[config.mk]
export PLATFORM = sky130hd
export DESIGN_NAME = lp_turnaround_ctrl
export DESIGN_NICKNAME = d
export VERILOG_FILES = /design/src/rtl/lp_ta_pkg.sv /design/src/rtl/lp_ta_timing_cfg.sv /design/src/rtl/lp_ta_interval_timer.sv /design/src/rtl/lp_ta_watchdog.sv /design/src/rtl/lp_ta_ctrl_fsm.sv /design/src/rtl/lp_turnaround_ctrl.sv
export SDC_FILE = /design/constraint.sdc
export NUM_CORES = 1
export LEC_CHECK = 0
export ABC_AREA = 1
export BUFFER_PORTS_ARGS = -buffer_cell sky130_fd_sc_hd__buf_2
export CAP_MARGIN = 20
export CORE_MARGIN = 4
export CORE_UTILIZATION = 45
export DETAILED_ROUTE_END_ITERATION = 7
export GPL_ROUTABILITY_DRIVEN = 0
export GPL_TIMING_DRIVEN = 0
export PLACE_DENSITY = 0.65
export SKIP_LAST_GASP = 1
export SYNTH_ARGS = -nofsm -noshare
export SYNTH_HDL_FRONTEND = slang
export SYNTH_SLANG_ARGS = --single-unit
export TNS_END_PERCENT = 100
[constraint.sdc]
create_clock -name clk -period 4.61 [get_ports clk]
set_input_delay 0.461 -clock clk [delete_from_list [all_inputs] [get_ports clk]]
set_output_delay 0.461 -clock clk [all_outputs]
set_load 0.05 [all_outputs]
[src/rtl/lp_ta_pkg.sv]
// Package: shared state and line-code definitions for the turnaround controller.
// Assumes two-bit line codes with the positive wire in bit 1.
package lp_ta_pkg;

    typedef enum logic [3:0] {
        ST_OWN_IDLE,   // owner, idle, driving LP-11
        ST_REL_HI,     // release step: LP-11 for one LPX
        ST_REL_REQ,    // release step: LP-10 for one LPX
        ST_REL_BR,     // release step: LP-00 for one LPX
        ST_REL_GO,     // release bridge: LP-00 for four LPX
        ST_REL_W10,    // released, waiting for far-end LP-10
        ST_REL_W11,    // released, waiting for far-end LP-11
        ST_RX_IDLE,    // listener, idle
        ST_ACQ_W00,    // armed, waiting for far-end LP-00
        ST_ACQ_SURE,   // settling window before driving
        ST_ACQ_GET,    // acquire bridge: LP-00 for five LPX
        ST_ACQ_MARK    // acquire mark: LP-10 for one LPX
    } ta_state_e;

    localparam logic [1:0] LN_00 = 2'b00;
    localparam logic [1:0] LN_10 = 2'b10;
    localparam logic [1:0] LN_11 = 2'b11;

    // Purpose: tell whether a state waits on the far end (watchdog runs).
    function automatic logic is_far_wait(input ta_state_e st);
        return (st == ST_REL_W10) || (st == ST_REL_W11) || (st == ST_ACQ_W00);
    endfunction

    // Purpose: tell whether this end drives the lane in a state.
    function automatic logic is_driving(input ta_state_e st);
        return (st == ST_OWN_IDLE) || (st == ST_REL_HI) || (st == ST_REL_REQ) ||
               (st == ST_REL_BR) || (st == ST_REL_GO) ||
               (st == ST_ACQ_GET) || (st == ST_ACQ_MARK);
    endfunction

endpackage

[src/rtl/lp_ta_timing_cfg.sv]
// Module: clamps the LPX length and the settling extra, captures them when a
// turnaround leaves idle, and derives every interval length from them.
// Assumes LPX_MIN >= 1 and LPX_MIN fits in LPX_W bits.
module lp_ta_timing_cfg #(
    parameter int LPX_W   = 8,
    parameter int LPX_MIN = 4,
    parameter int CW      = LPX_W + 3
) (
    input  logic             clk,
    input  logic             rst_n,
    input  logic             capture,
    input  logic [LPX_W-1:0] lpx_in,
    input  logic [LPX_W-1:0] extra_in,
    output logic [CW-1:0]    len_lpx,
    output logic [CW-1:0]    len_go,
    output logic [CW-1:0]    len_get,
    output logic [CW-1:0]    len_sure
);

    localparam logic [LPX_W-1:0] MIN_V = LPX_W'(LPX_MIN);

    logic [LPX_W-1:0] lpx_q, extra_q;
    logic [LPX_W-1:0] lpx_live, lpx_sel, extra_sel, extra_cap;

    // Purpose: clamp the live LPX length to its floor.
    always_comb lpx_live = (lpx_in < MIN_V) ? MIN_V : lpx_in;

    // Purpose: hold the values captured at the start of a turnaround.
    always_ff @(posedge clk) begin
        if (!rst_n) begin
            lpx_q   <= MIN_V;
            extra_q <= '0;
        end else if (capture) begin
            lpx_q   <= lpx_live;
            extra_q <= extra_in;
        end
    end

    // Purpose: use live values in the capture cycle, held values afterwards.
    always_comb begin
        lpx_sel   = capture ? lpx_live : lpx_q;
        extra_sel = capture ? extra_in : extra_q;
        extra_cap = (extra_sel > lpx_sel) ? lpx_sel : extra_sel;
    end

    // Purpose: derive the interval lengths from the selected LPX.
    always_comb begin
        len_lpx  = CW'(lpx_sel);
        len_go   = CW'(lpx_sel) << 2;
        len_get  = (CW'(lpx_sel) << 2) + CW'(lpx_sel);
        len_sure = CW'(lpx_sel) + CW'(extra_cap);
    end

endmodule

[src/rtl/lp_ta_interval_timer.sv]
// Module: down-counter for timed line states; expire is high in the last
// cycle of an interval. Assumes load carries (length - 1).
module lp_ta_interval_timer #(
    parameter int CW = 11
) (
    input  logic          clk,
    input  logic          rst_n,
    input  logic          load,
    input  logic [CW-1:0] load_val,
    output logic          expire
);

    logic [CW-1:0] cnt;

    // Purpose: load on state entry, else count down and rest at zero.
    always_ff @(posedge clk) begin
        if (!rst_n)          cnt <= '0;
        else if (load)       cnt <= load_val;
        else if (cnt != '0)  cnt <= cnt - CW'(1);
    end

    // Purpose: flag the final cycle of the interval.
    always_comb expire = (cnt == '0);

    AST_TMR_REST_AT_ZERO: assert property (@(posedge clk) disable iff (!rst_n)
        (!load && cnt == '0) |=> cnt == '0);

endmodule

[src/rtl/lp_ta_watchdog.sv]
// Module: saturating cycle counter guarding each far-end wait; expired is
// high in the cycle whose closing edge is the W-th since the wait began.
// Assumes clr is asserted on every state change.
module lp_ta_watchdog #(
    parameter int WD_W = 12
) (
    input  logic            clk,
    input  logic            rst_n,
    input  logic            clr,
    input  logic            run,
    input  logic [WD_W-1:0] limit,
    output logic            expired
);

    localparam logic [WD_W-1:0] CNT_MAX = '1;

    logic [WD_W-1:0] cnt;
    logic [WD_W:0]   cnt_inc;

    // Purpose: count waiting cycles, clearing on state change, saturating.
    always_ff @(posedge clk) begin
        if (!rst_n)                     cnt <= '0;
        else if (clr)                   cnt <= '0;
        else if (run && cnt != CNT_MAX) cnt <= cnt + WD_W'(1);
    end

    // Purpose: compare the elapsed count with the limit (zero acts as one).
    always_comb begin
        cnt_inc = {1'b0, cnt} + (WD_W+1)'(1);
        expired = run && (cnt_inc >= {1'b0, limit});
    end

    AST_WD_NO_WRAP: assert property (@(posedge clk) disable iff (!rst_n)
        (cnt == CNT_MAX && !clr) |=> cnt == CNT_MAX);

endmodule

[src/rtl/lp_ta_ctrl_fsm.sv]
// Module: turnaround sequencer for both roles. Decodes line state, driver
// enable and ownership from its state register and issues done/timeout
// pulses. Assumes line_in is already synchronised to clk.
module lp_ta_ctrl_fsm
    import lp_ta_pkg::*;
#(
    parameter int CW          = 11,
    parameter bit RESET_OWNER = 1'b1
) (
    input  logic          clk,
    input  logic          rst_n,
    input  logic          req_release,
    input  logic [1:0]    line_in,
    input  logic          tmr_expire,
    input  logic          wd_expired,
    input  logic [CW-1:0] len_lpx,
    input  logic [CW-1:0] len_go,
    input  logic [CW-1:0] len_get,
    input  logic [CW-1:0] len_sure,
    output logic          cfg_capture,
    output logic          tmr_load,
    output logic [CW-1:0] tmr_val,
    output logic          wd_clr,
    output logic          wd_run,
    output logic [1:0]    line_out,
    output logic          drv_en,
    output logic          owner,
    output logic          done,
    output logic          timeout
);

    localparam ta_state_e RST_ST = RESET_OWNER ? ST_OWN_IDLE : ST_RX_IDLE;

    ta_state_e st_q, st_n;
    logic      done_n, tmo_n;

    // Purpose: choose the next state, timer load and pulse requests.
    always_comb begin
        st_n        = st_q;
        cfg_capture = 1'b0;
        tmr_load    = 1'b0;
        tmr_val     = '0;
        done_n      = 1'b0;
        tmo_n       = 1'b0;
        unique case (st_q)
            ST_OWN_IDLE: if (req_release) begin
                st_n        = ST_REL_HI;
                cfg_capture = 1'b1;
                tmr_load    = 1'b1;
                tmr_val     = len_lpx - CW'(1);
            end
            ST_REL_HI: if (tmr_expire) begin
                st_n     = ST_REL_REQ;
                tmr_load = 1'b1;
                tmr_val  = len_lpx - CW'(1);
            end
            ST_REL_REQ: if (tmr_expire) begin
                st_n     = ST_REL_BR;
                tmr_load = 1'b1;
                tmr_val  = len_lpx - CW'(1);
            end
            ST_REL_BR: if (tmr_expire) begin
                st_n     = ST_REL_GO;
                tmr_load = 1'b1;
                tmr_val  = len_go - CW'(1);
            end
            ST_REL_GO: if (tmr_expire) st_n = ST_REL_W10;
            ST_REL_W10: begin
                if (line_in == LN_10) st_n = ST_REL_W11;
                else if (wd_expired) begin
                    st_n  = ST_RX_IDLE;
                    tmo_n = 1'b1;
                end
            end
            ST_REL_W11: begin
                if (line_in == LN_11) begin
                    st_n   = ST_RX_IDLE;
                    done_n = 1'b1;
                end else if (wd_expired) begin
                    st_n  = ST_RX_IDLE;
                    tmo_n = 1'b1;
                end
            end
            ST_RX_IDLE: if (line_in == LN_10) begin
                st_n        = ST_ACQ_W00;
                cfg_capture = 1'b1;
            end
            ST_ACQ_W00: begin
                if (line_in == LN_00) begin
                    st_n     = ST_ACQ_SURE;
                    tmr_load = 1'b1;
                    tmr_val  = len_sure - CW'(1);
                end else if (wd_expired) begin
                    st_n  = ST_RX_IDLE;
                    tmo_n = 1'b1;
                end
            end
            ST_ACQ_SURE: if (tmr_expire) begin
                st_n     = ST_ACQ_GET;
                tmr_load = 1'b1;
                tmr_val  = len_get - CW'(1);
            end
            ST_ACQ_GET: if (tmr_expire) begin
                st_n     = ST_ACQ_MARK;
                tmr_load = 1'b1;
                tmr_val  = len_lpx - CW'(1);
            end
            ST_ACQ_MARK: if (tmr_expire) begin
                st_n   = ST_OWN_IDLE;
                done_n = 1'b1;
            end
            default: st_n = RST_ST;
        endcase
    end

    // Purpose: register state and the completion/timeout pulses.
    always_ff @(posedge clk) begin
        if (!rst_n) begin
            st_q    <= RST_ST;
            done    <= 1'b0;
            timeout <= 1'b0;
        end else begin
            st_q    <= st_n;
            done    <= done_n;
            timeout <= tmo_n;
        end
    end

    // Purpose: drive the watchdog controls from the current state.
    always_comb begin
        wd_clr = (st_n != st_q);
        wd_run = is_far_wait(st_q);
    end

    // Purpose: decode line state, driver enable and ownership from state.
    always_comb begin
        drv_en = is_driving(st_q);
        owner  = drv_en;
        unique case (st_q)
            ST_OWN_IDLE, ST_REL_HI: line_out = LN_11;
            ST_REL_REQ, ST_ACQ_MARK: line_out = LN_10;
            default:                 line_out = LN_00;
        endcase
    end

    AST_BRIDGE_ON_RISE: assert property (@(posedge clk) disable iff (!rst_n)
        $rose(drv_en) |-> line_out == LN_00);
    AST_BRIDGE_ON_FALL: assert property (@(posedge clk) disable iff (!rst_n)
        $fell(drv_en) |-> $past(line_out) == LN_00);
    AST_DONE_ONE_CYCLE: assert property (@(posedge clk) disable iff (!rst_n)
        done |=> !done);
    AST_DONE_OWNER_LINE: assert property (@(posedge clk) disable iff (!rst_n)
        (done && owner) |-> line_out == LN_11);

endmodule

[src/rtl/lp_turnaround_ctrl.sv]
// Module: top of the low-power lane turnaround controller. Connects the
// timing configuration, the interval timer, the far-end watchdog and the
// sequencer. Assumes all inputs are synchronous to clk.
module lp_turnaround_ctrl #(
    parameter int LPX_W       = 8,
    parameter int LPX_MIN     = 4,
    parameter int WD_W        = 12,
    parameter bit RESET_OWNER = 1'b1
) (
    input  logic             clk,
    input  logic             rst_n,
    input  logic [LPX_W-1:0] lpx_cycles,
    input  logic [LPX_W-1:0] sure_extra,
    input  logic [WD_W-1:0]  wd_limit,
    input  logic             req_release,
    input  logic [1:0]       line_in,
    output logic [1:0]       line_out,
    output logic             drv_en,
    output logic             owner,
    output logic             done,
    output logic             timeout
);

    localparam int CW = LPX_W + 3;

    logic          cfg_capture, tmr_load, tmr_expire, wd_clr, wd_run, wd_expired;
    logic [CW-1:0] tmr_val, len_lpx, len_go, len_get, len_sure;

    lp_ta_timing_cfg #(.LPX_W(LPX_W), .LPX_MIN(LPX_MIN), .CW(CW)) u_cfg (
        .clk(clk), .rst_n(rst_n), .capture(cfg_capture),
        .lpx_in(lpx_cycles), .extra_in(sure_extra),
        .len_lpx(len_lpx), .len_go(len_go), .len_get(len_get), .len_sure(len_sure)
    );

    lp_ta_interval_timer #(.CW(CW)) u_tmr (
        .clk(clk), .rst_n(rst_n), .load(tmr_load), .load_val(tmr_val),
        .expire(tmr_expire)
    );

    lp_ta_watchdog #(.WD_W(WD_W)) u_wd (
        .clk(clk), .rst_n(rst_n), .clr(wd_clr), .run(wd_run),
        .limit(wd_limit), .expired(wd_expired)
    );

    lp_ta_ctrl_fsm #(.CW(CW), .RESET_OWNER(RESET_OWNER)) u_fsm (
        .clk(clk), .rst_n(rst_n), .req_release(req_release), .line_in(line_in),
        .tmr_expire(tmr_expire), .wd_expired(wd_expired),
        .len_lpx(len_lpx), .len_go(len_go), .len_get(len_get), .len_sure(len_sure),
        .cfg_capture(cfg_capture), .tmr_load(tmr_load), .tmr_val(tmr_val),
        .wd_clr(wd_clr), .wd_run(wd_run),
        .line_out(line_out), .drv_en(drv_en), .owner(owner),
        .done(done), .timeout(timeout)
    );

    AST_TIMEOUT_RELEASED: assert property (@(posedge clk) disable iff (!rst_n)
        timeout |-> (!drv_en && !owner));
    AST_OWNER_TRACKS_DRV: assert property (@(posedge clk) disable iff (!rst_n)
        $changed(owner) |-> $changed(drv_en));

endmodule

Yosys cells after proc, flatten, opt, wreduce, memory -nomap -nowiden
Cells that the tools add are included.

Output and inout bits: 6. Bits in registers: 45. Logic and storage cells: 95. Input port bits: 33.

Reductions and logical operators: 20. Equality and inequality tests: 15. $lt $le $gt $ge: 3. $add $sub $neg: 9. Muxes and demuxes: 40. Bitwise logic cells: 1.

Operators by type and width (count): $mux W11 (7); $pmux W11 S5 (1); $mux W4 (13); $pmux W4 S12 (1); $mux W8 (4); $sub A11 B1 Y11 const B (2); $eq A4 B3 Y1 const B (4); $eq A4 B4 Y1 const B (4); $add A12 B1 Y13 const B (1); $ge A13 B12 Y1 (1); $add A12 B1 Y12 const B (1); $ne A12 B12 Y1 const B (1); $add A10 B8 Y11 (1); $logic_not A11 Y1 (1); $reduce_bool A11 Y1 (1); $sub A10 B1 Y11 const B (1); $sub A9 B1 Y10 const B (1); $add A8 B8 Y9 (1); $mux W1 (9); $sub A8 B1 Y9 const B (1); $eq A4 B2 Y1 const B (2); $gt A8 B8 Y1 (1); $logic_or A1 B1 Y1 (8); $lt A8 B3 Y1 const B (1); other kinds (14) (20).

Longest topological paths before layout
Gate-level depths: netlist of run 1.

Word-level depth: 11. Mapped depth: 37.

By module
Synthesis of run 1 repeated with hierarchy kept, for this count alone.

Cells, all modules: 882. Area, all modules: 5260.0 sq um.

By module, submodules not included: lp_ta_timing_cfg (area each 1741.7 sq um, cells an instance 258, sequential area each 320.3 sq um, times used 1); lp_ta_ctrl_fsm (area each 1697.9 sq um, cells an instance 332, sequential area each 120.1 sq um, times used 1); lp_ta_watchdog (area each 1077.3 sq um, cells an instance 174, sequential area each 240.2 sq um, times used 1); lp_ta_interval_timer (area each 743.2 sq um, cells an instance 118, sequential area each 220.2 sq um, times used 1).

Worst setup path after synthesis of run 1
OpenSTA, ideal clock, no wires.

Kind: in2reg. From: input port line_in[1]. To: register u_tmr.cnt[7]. Buffers on the path: 4. Library setup time: 0.128 ns. Data arrival time: 4.414 ns. Cell stages on the path: 36. Path slack: 0.068 ns. Data required time: 4.482 ns. Cells stage by stage: inv_1 nor2_2 nand3_4 nand2_4 buf_12 buf_8 clkbuf_1 o21ai_0 ha_1 inv_1 nor2_1 nand3_2 o211ai_2 nand2_1 nand2_2 nand2_4 buf_12 o21ai_2 ha_1 inv_1 ha_1 inv_1 fa_1 inv_1 nand3_1 nand2_1 a21oi_1 o21ba_2 nor2_1 nor2_1 nand2_1 nand3_1 a21oi_1 nand2_1 nand3_1 nor2_1.

Longest elaborated chain between the ends: 11. Elaborated cells between the ends (all ways): 24. Those cells by class: add/sub: 6; order compare: 1; eq/ne: 1; mux: 14; reduce/logical: 2.

Ends and longest elaborated chain: start, declared (line lp_turnaround_ctrl.sv:16) `input logic [1:0] line_in,`; $eq A2 B2 Y1 (*) (line lp_ta_ctrl_fsm.sv:84) `ST_RX_IDLE: if (line_in == LN_10) begin`; $mux W1 (*) (line lp_ta_ctrl_fsm.sv:84); $pmux W1 S2 (*) (line lp_ta_ctrl_fsm.sv:45) `unique case (st_q)`; $mux W8 (*) (line lp_ta_timing_cfg.sv:42) `extra_sel = capture ? extra_in : extra_q;`; via u_cfg.extra_sel[3] (line lp_ta_timing_cfg.sv:23) `logic [LPX_W-1:0] lpx_live, lpx_sel, extra_sel, extra_cap;`; $gt A8 B8 Y1 (line lp_ta_timing_cfg.sv:43) `extra_cap = (extra_sel > lpx_sel) ? lpx_sel : extra_sel;`; $mux W8 (*) (line lp_ta_timing_cfg.sv:43); $add A8 B8 Y9 (*) (line lp_ta_timing_cfg.sv:51) `len_sure = CW'(lpx_sel) + CW'(extra_cap);`; $sub A9 B1 Y10 (*) (line lp_ta_ctrl_fsm.sv:92) `tmr_val = len_sure - CW'(1);`; $mux W11 (*) (line lp_ta_ctrl_fsm.sv:89) `if (line_in == LN_00) begin`; $pmux W11 S5 (*) (line lp_ta_ctrl_fsm.sv:45); $mux W11 (*) (line lp_ta_interval_timer.sv:18) `else if (load) cnt <= load_val;`; end signal, assigned (line lp_ta_interval_timer.sv:18); end signal, assigned (line lp_ta_interval_timer.sv:19) `else if (cnt != '0) cnt <= cnt - CW'(1);`; end, declared (line lp_ta_interval_timer.sv:13) `logic [CW-1:0] cnt;`.

Mark *: on every way through the listed nets, which the timed path passes. The rest lies on a longest branch. A chain may end at the register's enable or synchronous reset.

Worst setup path after layout of run 1
From: register u_fsm.st_q[0]. To: register u_tmr.cnt[7].

Longest elaborated chain between the ends: 10. Elaborated cells between the ends (all ways): 30. Those cells by class: add/sub: 6; order compare: 1; eq/ne: 7; mux: 12; reduce/logical: 4.

Ends and longest elaborated chain: start, declared (line lp_ta_ctrl_fsm.sv:34) `ta_state_e st_q, st_n;`; start signal, assigned (line lp_ta_ctrl_fsm.sv:123) `st_q <= st_n;`; $eq A4 B3 Y1 or $logic_not A4 Y1 (tied branches) (line lp_ta_ctrl_fsm.sv:45); $pmux W1 S2 (line lp_ta_ctrl_fsm.sv:45); $mux W8, on equally long branches (line lp_ta_timing_cfg.sv:42, lp_ta_timing_cfg.sv:41); $gt A8 B8 Y1 (line lp_ta_timing_cfg.sv:43); $mux W8 (line lp_ta_timing_cfg.sv:43); $add A8 B8 Y9 (line lp_ta_timing_cfg.sv:51); $sub A9 B1 Y10 (line lp_ta_ctrl_fsm.sv:92); $mux W11 (line lp_ta_ctrl_fsm.sv:89); $pmux W11 S5 (line lp_ta_ctrl_fsm.sv:45); $mux W11 (line lp_ta_interval_timer.sv:18).

Parallel ways exist; a longest one is shown, timed or not.

==> results of run 1 <==
-- critical path, delay by kind of cell, from the launching register on --
kind            cells  cell delay (ns)
buf+inv             9             0.81
fa+ha+maj           4             1.11
compound gates      5             0.61
simple gates       18             1.39
flops               1             0.38
-- area by class of cell --
type                    count  area (um2)
plain buffers              11         120
clock buffers               7        86.3
clock inverters             1        30.0
fillers                   994        4500
inverters                 123         472
multi-input cells         541        3510
flip-flops and latches     45         916
well taps                 136         170
repair buffers             75         519
-- worst min-delay path by stage --
stage | slack (ns) | cells past startpoint | to | from
2_1_floorplan | 0.47 | 2 | u_tmr.cnt[0]$_SDFFE_PN0P_ | u_tmr.cnt[0]$_SDFFE_PN0P_
3_3_place_gp | 0.49 | 2 | u_tmr.cnt[0]$_SDFFE_PN0P_ | u_tmr.cnt[0]$_SDFFE_PN0P_
3_5_place_dp | 0.50 | 2 | u_tmr.cnt[0]$_SDFFE_PN0P_ | u_tmr.cnt[0]$_SDFFE_PN0P_
4_1_cts | 0.38 | 2 | u_cfg.lpx_q[2]$_SDFF_PN1_ | rst_n
5_1_grt | 0.38 | 2 | u_cfg.lpx_q[2]$_SDFF_PN1_ | rst_n
6_report | 0.39 | 2 | u_cfg.lpx_q[2]$_SDFF_PN1_ | rst_n
-- layer usage --
metal  share of wire (%)  wire length (um)
met1                  45              5630
met2                  50              6290
met3                 2.9               359
met5                   0                 0
met4                 1.9               234
-- where the power goes --
group,leakage (nW),internal [mW],switching (mW)
Clock,0.0585,0.177,0.146
Combinational,2.46,0.901,1.26
Sequential,0.371,0.456,0.0526
Total,2.89,1.53,1.46
-- flip-flops by register name (all words and copies together), names as in the netlist --
register,flops
u_fsm.timeout,1
u_fsm.done,1
u_tmr.cnt,11
u_wd.cnt,12
u_cfg.lpx_q,8
u_cfg.extra_q,8
u_fsm.st_q,4
-- kinds of logic after synthesis --
logic type | count (synthesis) | synth area share (%)
AND/OR/NAND/NOR | 366 | 38.2
multiplexers | 5 | 1.05
XOR/XNOR | 19 | 3.66
adder cells (fa/ha/maj) | 49 | 13.1
AO/OA/AOI/OAI | 102 | 13.2
buffers and inverters | 134 | 11.9
flip-flops | 45 | 19.0
-- placed cells by master, fill, tap and decap left out, types with 10 or more instances in the layout --
| cell | netlist | layout |
|---|---|---|
| nand3_1 | 50 | 46 |
| inv_1 | 113 | 109 |
| nor2_1 | 80 | 77 |
| a21oi_1 | 34 | 30 |
| nand2_2 | 12 | 14 |
| buf_2 | 2 | 40 |
| dfxtp_1 | 45 | 41 |
| nand2_1 | 154 | 147 |
| xor2_1 | 18 | 18 |
| nor2_2 | 19 | 18 |
| ha_1 | 48 | 45 |
| buf_4 | 1 | 34 |
| o21ai_2 | 10 | 10 |
| o21ai_0 | 34 | 28 |
-- stage by stage --
stage	area (um2)	setup slack (ns)	utilization, %	hold slack, ns
floorplan	4750	0.0683	-	0.475
global placement	5110	-0.683	49.5	0.494
detailed placement	5110	-0.750	49.5	0.501
CTS	5360	0.0183	52.0	0.383
global route	5820	-0.143	56.4	0.380
finish	5820	0.168	56.4	0.393
-- repair_timing --
item,4_1_cts,5_1_grt
pin swaps,8,31
hold endpoints to repair,0,0
buffers inserted,9,26
setup endpoints to repair,8,6
cloned,0,2
resized for setup,23,54
==> metrics.md, run 1 <==
| Metric | Value |
|---|---|
| Status | `completed` |
| R2r endpoint | `u_tmr.cnt[7]$_SDFFE_PN0P_` |
| Met3 global-route usage | `2.18%` |
| Reg2Reg Setup Slack | `roughly 0.17 ns` |
| Post-Synthesis Cells | `720` |
| Met1 Usage GRT | `23.1%` |
| Top cells by area, synth | `dfxtp_1 19%, ha_1 13%, nand2_1 12%` |
| Worst setup path start | `u_fsm.st_q[0]$_SDFF_PN0_` |
| Worst-Skew Late Latency | `around 0.31 ns` |
| Row count | `37` |
| Critical path startpoint category | `flop` |
| Total power | `2.99 mW` |
| Cells after DPL | `between 800 and 900` |
| Max-slew headroom | `a little under 60%` |
| CTS max path bufs | `2` |
| Vias/cell | `roughly 5.2` |
| Critical path type | `flop to flop` |
| WL/cell | `13.3 um` |
| Synth Net Count | `802` |
| Total track usage | `19.3%` |
| Largest area contributor in the netlist | `dfxtp_1` |
| I/O Buffers | `38` |
| Total wire length | `~13 mm` |
| Tmin final | `~4.4 ns` |
| Final period util | `a little over nine tenths` |
| Critical Path RT | `4.79 ns` |
| Ys flop type | `dfxtp_1` |
| Max Cap Violations | `0` |
| DRC errors left | `0` |
| Clock Sinks | `45` |
| Seq/Total Area, Yosys | `19.0%` |
| Syn Std Cell Area | `0.00475 mm2` |
| Clk pin slew, worst setup/hold paths | `0.10 ns` |
| Vias in the first global route | `4580` |
| Top cell type's share of synthesized area | `between 10% and 20%` |
| Final ANT Viol Nets | `0` |
| 1st-iter DRT viols | `approximately 270` |
| Finish-stage setup viols | `0` |
| Initial antenna violation count | `0` |
| GRT Residual Overflow | `0` |
| Worst slew pin tran | `0.623 ns` |
| H-tree depth | `2` |
| R2r startpoint | `u_fsm.st_q[0]$_SDFF_PN0_` |
| CP max-delay cell | `fa_2` |
| Power per cell area | `514 mW/mm2` |
| Post-DP HPWL | `9.36 mm` |
| Most frequent cells after synthesis | `154 x nand2_1, 113 x inv_1, 80 x nor2_1, 50 x nand3_1, 48 x ha_1` |
| Post-synth ARST share | `0%` |
| Die Wd | `111 um` |
| P&R area growth vs syn | `22.5%` |
| FF+latch count, synth | `between 40 and 50` |
| Num ports | `39` |
| Total CTS buffers | `5` |
| Leak | `2.89 nW` |
| Clk_skew | `0.0139 ns` |
| CP endpoint | `u_tmr.cnt[7]$_SDFFE_PN0P_` |
| Initial core utilization | `a little under half` |
| Die H | `111 um` |
| CTS root buf | `clkbuf_8` |
| Met2 usage | `35.6%` |
| Reg2reg path depth | `36` |
| Max-slew violations | `0` |
| Hold WC Path Type | `primary input to flop` |
| RSZ-0062 raised after global routing | `yes` |
| CP peak stage delay | `0.39 ns` |
| Syn Area/Cell | `6.60 um2` |
| DIE AREA | `0.0123 mm2` |
| Max FO, Critical Path | `7` |
| Library cells used by synthesis | `54` |
| Post-synth EDFFs | `0` |
| Highest clock rate | `around 230 MHz` |
| Setup TNS | `0 ns` |
| Worst vdd ir | `around 0.35 mV` |
| CP Capture Type | `flop` |
| Most common cell in the netlist | `nand2_1` |
| N_diodes | `0` |
| Core area | `~0.010 mm2` |
| Yosys warning count | `0` |
| First-pass GRT wire length | `~20 mm` |
| Total number of vias | `between 4000 and 5000` |
| DRT Pass-1 Iters | `5` |
| Cts hold-fix bufs | `0` |
| GR peak layer | `met2` |
| Data arrival, critical path | `4.62 ns` |
| Final Hold Viols | `0` |
| CTS tree | `yes` |
| Largest net degree at the start of global routing | `14` |
| Total Nets Final | `884` |
| Layout Cells excl Fill | `939` |
| Share of layout cells above drive strength 1 | `25.8%` |
Note: power is estimated with default switching activity, not from simulation.
==> inputs of run 2 (changes only) <==
- CORE_UTILIZATION: 45 -> 51
- PLACE_DENSITY: 0.65 -> 0.72
- SKIP_LAST_GASP: 1 -> unset
==> metrics.md, run 2 (synthesis gave the netlist of run 1 again) <==
| Metric | Value |
|---|---|
| Core area | `0.00889 mm2 (-14%)` |
| RSZ-0062 raised after global routing | `yes` |
| Top reg by flops | `u_wd.cnt` |
| Switching power | `1.54 mW (+5.7%)` |
| Power per cell area | `525 mW/mm2 (+2.3%)` |
| DIE AREA | `0.0109 mm2 (-11%)` |
| Initial antenna violation count | `0 (unchanged)` |
| Switch share | `50.4% (+1.7 points)` |
| P&R area growth vs syn | `22.3%` |
| Status | `completed` |
| Hold Path End | `u_cfg.lpx_q[2]$_SDFF_PN1_` |
| Vias/cell | `5.36 (+4.0%)` |
| Clock Sinks | `45 (unchanged)` |
| Tmin final | `4.46 ns (+0.0222 ns)` |
| Clk_skew | `0.00736 ns (-0.00649 ns)` |
| Largest net degree at the start of global routing | `13 (-1)` |
| Total track usage | `22.3% (+2.9 points)` |
| Hold WC Path Type | `primary input to flop` |
| Hold path start | `rst_n` |
| R2r endpoint | `u_tmr.cnt[7]$_SDFFE_PN0P_` |
| Max FO, Critical Path | `7 (unchanged)` |
| Int Pwr | `1.51 mW (-1.3%)` |
| I/O Buffers | `38 (unchanged)` |
| CP peak stage delay | `0.39 ns (about the same)` |
| Area after DPL | `0.00508 mm2 (-0.69%)` |
| Worst slew pin tran | `0.651 ns (+0.0278 ns)` |
| DRT Pass-1 Iters | `5 (unchanged)` |
| Initial core utilization | `53.4% (+7.4 points)` |
| Most common cell after layout, fill and taps aside | `nand2_1` |
| Max reg flops | `12 (unchanged)` |
| Critical path type | `flop to flop` |
| Num ports | `39 (unchanged)` |
| Final Cell Area | `0.00581 mm2 (-0.17%)` |
| First-pass GRT wire length | `20.6 mm (+2.1%)` |
| Commonest non-fill, non-tap cells in the layout | `143 x nand2_1, 106 x inv_1, 76 x nor2_1, 46 x nand3_1` |
| Total CTS buffers | `5 (unchanged)` |
| GRT Residual Overflow | `0 (unchanged)` |
| Final period util | `96.8% (+0.48 points)` |
| Worst-Skew Late Latency | `0.30 ns (about the same)` |
| Row count | `34 (-8.1%)` |
| Die Wd | `105 um (-5.6%)` |
| Max Cap Violations | `0 (unchanged)` |
| Reg2reg path depth | `34 (-5.6%)` |
| Final Hold Viols | `0 (unchanged)` |
| Reg2Reg Setup Slack | `0.15 ns (-0.02 ns)` |
| Vias in the first global route | `4665 (+1.9%)` |
| Post-DP HPWL | `9.37 mm (+0.10%)` |
| Worst vdd ir | `0.375 mV (+5.6%)` |
| WL/cell | `14.0 um (+5.3%)` |
| Clk pin slew, worst setup/hold paths | `0.09 ns (about the same)` |
| Total number of vias | `4858 (+0.33%)` |
| Final ANT Viol Nets | `0 (unchanged)` |
| 1st-iter DRT viols | `259 (-4.4%)` |
| Combinational Power Share | `74.9% (+2.7 points)` |
| Sequential power share | `16.8% (-0.2 points)` |
| Hold path cells | `2 (unchanged)` |
| Finish-stage setup viols | `0 (unchanged)` |
| Cts hold-fix bufs | `0 (unchanged)` |
| Data arrival, critical path | `4.63 ns (about the same)` |
| Max-slew violations | `0 (unchanged)` |
| CP max-delay cell | `fa_2` |
| CTS root buf | `clkbuf_8` |
| Total wire length | `12.7 mm (+1.6%)` |
| Top Registers | `u_wd.cnt (12), u_tmr.cnt (11)` |
| CTS tree | `yes` |
| Total Nets Final | `880 (-0.45%)` |
| DRC errors left | `0 (unchanged)` |
| Max-slew headroom | `56.6% (-1.9 points)` |
| CP Capture Type | `flop` |
| Clock share of power | `8.3% (-2.5 points)` |
| Leak | `2.85 nW (-1.3%)` |
| Critical Path RT | `4.78 ns (about the same)` |
| Total power | `3.05 mW (+2.1%)` |
| Die H | `105 um (-5.6%)` |
| CTS max path bufs | `2 (unchanged)` |
| N_diodes | `0 (unchanged)` |
| R2r startpoint | `u_fsm.st_q[3]$_SDFF_PN0_` |
| Highest clock rate | `224 MHz (-0.50%)` |
| H-tree depth | `2 (unchanged)` |
| Share of layout cells above drive strength 1 | `27.1% (+1.3 points)` |
| Critical path startpoint category | `flop` |
-- run 2: changes by cell type in the layout (fill, tap and decap cells not counted), moves of 3 or more --
cell / change
nand2_1: -4
inv_1: -3
ha_4: +4
ha_1: -4
inv_2: +3
nand2_2: +4
-- run 2: what timing repair did --
| item | CTS | global route |
|---|---|---|
| cloned | 1 | 1 |
| setup buffers | 9 | 22 |
| setup endpoints to repair | 9 | 6 |
| pin swaps | 4 | 39 |
| resized for setup | 25 | 69 |
-- run 2: power by group through the flow --
stage	combinational (mW)	sequential, mW	clock [mW]
final	2.29	0.514	0.254
after detailed placement	1.81	0.516	0
after floorplan	1.45	0.503	0
after global placement	1.75	0.513	0
after global routing	2.56	0.523	0.271
after CTS	1.92	0.510	0.260
-- run 2: worst max-delay path, delay by kind of cell (launching register included) --
kind	cells	cell delay (ns)
simple gates	16	1.39
compound gates	7	0.89
fa+ha+maj	4	0.99
flops	1	0.38
buf+inv	7	0.68
-- run 2: layer usage --
metal  vias up  GRT usage (%)  share of wire [%]
met3        26           2.98                3.7
met4         0           9.31                2.3
met5         -              0                  0
met2       126           39.8                 50
li1       2468              -                  -
met1      2238           26.7                 44
-- run 2: area by class of cell --
class	count	area, um2
Clock buffer	7	86.3
Timing Repair Buffer	71	475
Multi-Input combinational cell	541	3610
Tap cell	108	135
Fill cell	776	3080
Buffer	11	115
Inverter	123	474
Sequential cell	45	916
-- run 2: per-stage QoR --
step	setup WS [ns]	utilization (%)	hold slack [ns]	setup TNS (ns)	cells
after floorplan	0.0683	-	0.475	0	720
after global placement	-0.592	57.1	0.491	-3.11	866
after detailed placement	-0.709	57.1	0.503	-3.86	866
after CTS	0.0194	60.1	0.394	0	883
after global routing	-0.140	65.4	0.392	-0.497	906
final	0.145	65.4	0.406	0	906
-- run 2: worst max-delay path by stage --
stage / endpoint / cells past startpoint / slack (ns) / start
floorplan: u_tmr.cnt[7]$_SDFFE_PN0P_ / 36 / 0.07 / line_in[1]
global placement: u_tmr.cnt[7]$_SDFFE_PN0P_ / 35 / -0.59 / line_in[1]
detailed placement: u_tmr.cnt[7]$_SDFFE_PN0P_ / 37 / -0.71 / line_in[1]
CTS: u_tmr.cnt[7]$_SDFFE_PN0P_ / 33 / 0.02 / u_fsm.st_q[1]$_SDFF_PN0_
global route: u_tmr.cnt[7]$_SDFFE_PN0P_ / 35 / -0.14 / u_fsm.st_q[2]$_SDFF_PN0_
finish: u_tmr.cnt[7]$_SDFFE_PN0P_ / 34 / 0.15 / u_fsm.st_q[3]$_SDFF_PN0_
==> inputs of run 3 (changes only) <==
- GPL_TIMING_DRIVEN: 0 -> unset
- MAX_ROUTING_LAYER: unset -> met4
==> metrics.md, run 3 (synthesis gave the netlist of run 1 again) <==
| Metric | Value |
|---|---|
| Worst slew pin tran | `0.815 ns (+0.164 ns)` |
| Final period util | `93.5% (-3.4 points)` |
| Max FO, Critical Path | `6 (-1)` |
| Post-DP HPWL | `9.19 mm (-1.9%)` |
| Critical Path RT | `4.78 ns (about the same)` |
| Clock Sinks | `45 (unchanged)` |
| Status | `completed` |
| Max-slew violations | `0 (unchanged)` |
| CTS max path bufs | `2 (unchanged)` |
| Layout Cells excl Fill | `883 (-2.5%)` |
| P&R area growth vs syn | `12.4%` |
| Worst-Skew Late Latency | `0.31 ns (about the same)` |
| Layout fillers | `818 (+5.4%)` |
| Initial core utilization | `53.4% (unchanged)` |
| Largest net degree at the start of global routing | `27 (+14)` |
| Clk pin slew, worst setup/hold paths | `0.10 ns (about the same)` |
| Power per cell area | `509 mW/mm2 (-3.1%)` |
| Final ANT Viol Nets | `0 (unchanged)` |
| Cells after DPL | `868 (+0.23%)` |
| Die H | `105 um (unchanged)` |
| Max Cap Violations | `0 (unchanged)` |
| DRC errors left | `0 (unchanged)` |
| Row count | `34 (unchanged)` |
| Core area | `0.00889 mm2 (unchanged)` |
| GRT Residual Overflow | `0 (unchanged)` |
| Data arrival, critical path | `4.48 ns (-0.15 ns)` |
| Commonest non-fill, non-tap cells in the layout | `152 x nand2_1, 113 x inv_1, 77 x nor2_1, 50 x nand3_1, 46 x ha_1` |
| Post-route setup slack | `0.302 ns (+0.156 ns)` |
| CP max-delay cell | `dfxtp_4` |
| Finish-stage setup viols | `0 (unchanged)` |
| Die Wd | `105 um (unchanged)` |
| Setup WS pre-CTS | `-0.00210 ns (+0.707 ns)` |
| Worst vdd ir | `0.391 mV (+4.5%)` |
| CP Capture Type | `flop` |
| Critical path type | `flop to flop` |
| Vias/cell | `5.30 (-1.2%)` |
| Initial antenna violation count | `0 (unchanged)` |
| CTS root buf | `clkbuf_8` |
| CP peak stage delay | `0.41 ns (+0.02 ns)` |
| Top Registers | `u_wd.cnt (12), u_tmr.cnt (11)` |
| Most frequent CP cell | `nand2_1` |
| Total number of vias | `4676 (-3.7%)` |
| Top reg by flops | `u_wd.cnt` |
| Vias in the first global route | `4552 (-2.4%)` |
| Max reg flops | `12 (unchanged)` |
| 1st-iter DRT viols | `287 (+11%)` |
| H-tree depth | `2 (unchanged)` |
| DIE AREA | `0.0109 mm2 (unchanged)` |
| Setup TNS | `0 ns (unchanged)` |
| Total Nets Final | `856 (-2.7%)` |
| Hold WC Path Type | `primary input to flop` |
| Most common cell after layout, fill and taps aside | `nand2_1` |
| N_diodes | `0 (unchanged)` |
| Total track usage | `22.0% (-0.25 points)` |
| Highest clock rate | `232 MHz (+3.6%)` |
| Final Cell Area | `0.00534 mm2 (-8.1%)` |
| Tmin final | `4.31 ns (-0.156 ns)` |
| Area after DPL | `0.00507 mm2 (-0.12%)` |
| DRT Pass-1 Iters | `5 (unchanged)` |
| CTS tree | `yes` |
| Max-slew headroom | `45.4% (-11 points)` |
| Hold path cells | `2 (unchanged)` |
| Final Hold Viols | `0 (unchanged)` |
| Leak | `2.68 nW (-5.9%)` |
| Total wire length | `11.9 mm (-6.0%)` |
| Share of layout cells above drive strength 1 | `20.6% (-6.4 points)` |
| WL/cell | `13.5 um (-3.5%)` |
| Reg2reg path depth | `33 (-2.9%)` |
| Critical path startpoint category | `flop` |
| Clk_skew | `0.0184 ns (+0.0110 ns)` |
| Num ports | `39 (unchanged)` |
| First-pass GRT wire length | `19.8 mm (-4.2%)` |
| I/O Buffers | `38 (unchanged)` |
| Total CTS buffers | `5 (unchanged)` |
run 3: changes by cell type in the layout (fill, tap and decap cells not counted), moves of 5 or more:
cell / previous run / this run
ha_4: 7 / 1
ha_1: 41 / 46
nand2_1: 143 / 152
buf_4: 32 / 16
nand2_4: 9 / 4
o21ai_0: 26 / 31
inv_1: 106 / 113
o21ai_4: 8 / 2
run 3: path summary, 6_finish.rpt:
path                                to  slack [ns]                       from
max          u_tmr.cnt[7]$_SDFFE_PN0P_        0.30   u_fsm.st_q[2]$_SDFF_PN0_
min          u_cfg.lpx_q[2]$_SDFF_PN1_        0.36                      rst_n
max reg2reg  u_tmr.cnt[7]$_SDFFE_PN0P_        0.30   u_fsm.st_q[2]$_SDFF_PN0_
min reg2reg  u_tmr.cnt[0]$_SDFFE_PN0P_        0.52  u_tmr.cnt[0]$_SDFFE_PN0P_
run 3: report_power, final:
group	total (mW)	switching [mW]	internal, mW
registers	0.508	0.0522	0.456
clock network	0.312	0.149	0.163
logic	1.90	1.17	0.724
run 3: cell type report:
type | count | area (um2) | share of cell area, %
Clock buffer | 6 | 72.6 | 1.36
Tap cell | 108 | 135 | 2.53
Timing Repair Buffer | 55 | 322 | 6.02
Clock inverter | 2 | 38.8 | 0.726
Inverter | 123 | 464 | 8.69
Multi-Input combinational cell | 544 | 3390 | 63.6
Sequential cell | 45 | 913 | 17.1
run 3: what timing repair did:
action | CTS | global route
buffers inserted | 0 | 4
hold endpoints to repair | 0 | 0
gates resized for setup | 0 | 29
endpoints found under the setup margin | 0 | 6
hold buffers | 0 | 0
run 3: per-layer routing:
| layer | wire length [um] | GRT usage (%) |
|---|---|---|
| met4 | 197 | 7.69 |
| met2 | 5770 | 37.4 |
| met5 | 0 | - |
| met1 | 5430 | 26.4 |
| met3 | 559 | 3.48 |
run 3: critical path: cells and delay by family, from the launching register on:
| kind | cells | cell delay [ns] |
|---|---|---|
| AO/OA/AOI/OAI | 7 | 0.87 |
| flip-flops | 1 | 0.41 |
| buffers and inverters | 5 | 0.29 |
| AND/OR/NAND/NOR | 17 | 1.53 |
| adder cells (fa/ha/maj) | 4 | 1.05 |
run 3: metrics by stage:
step	util, %	hold WS, ns	total power [mW]
floorplan	-	0.475	1.96
global placement	57.0	0.494	2.26
detailed placement	57.0	0.504	2.29
CTS	58.3	0.358	2.62
global route	60.1	0.373	3.00
finish	60.1	0.361	2.72
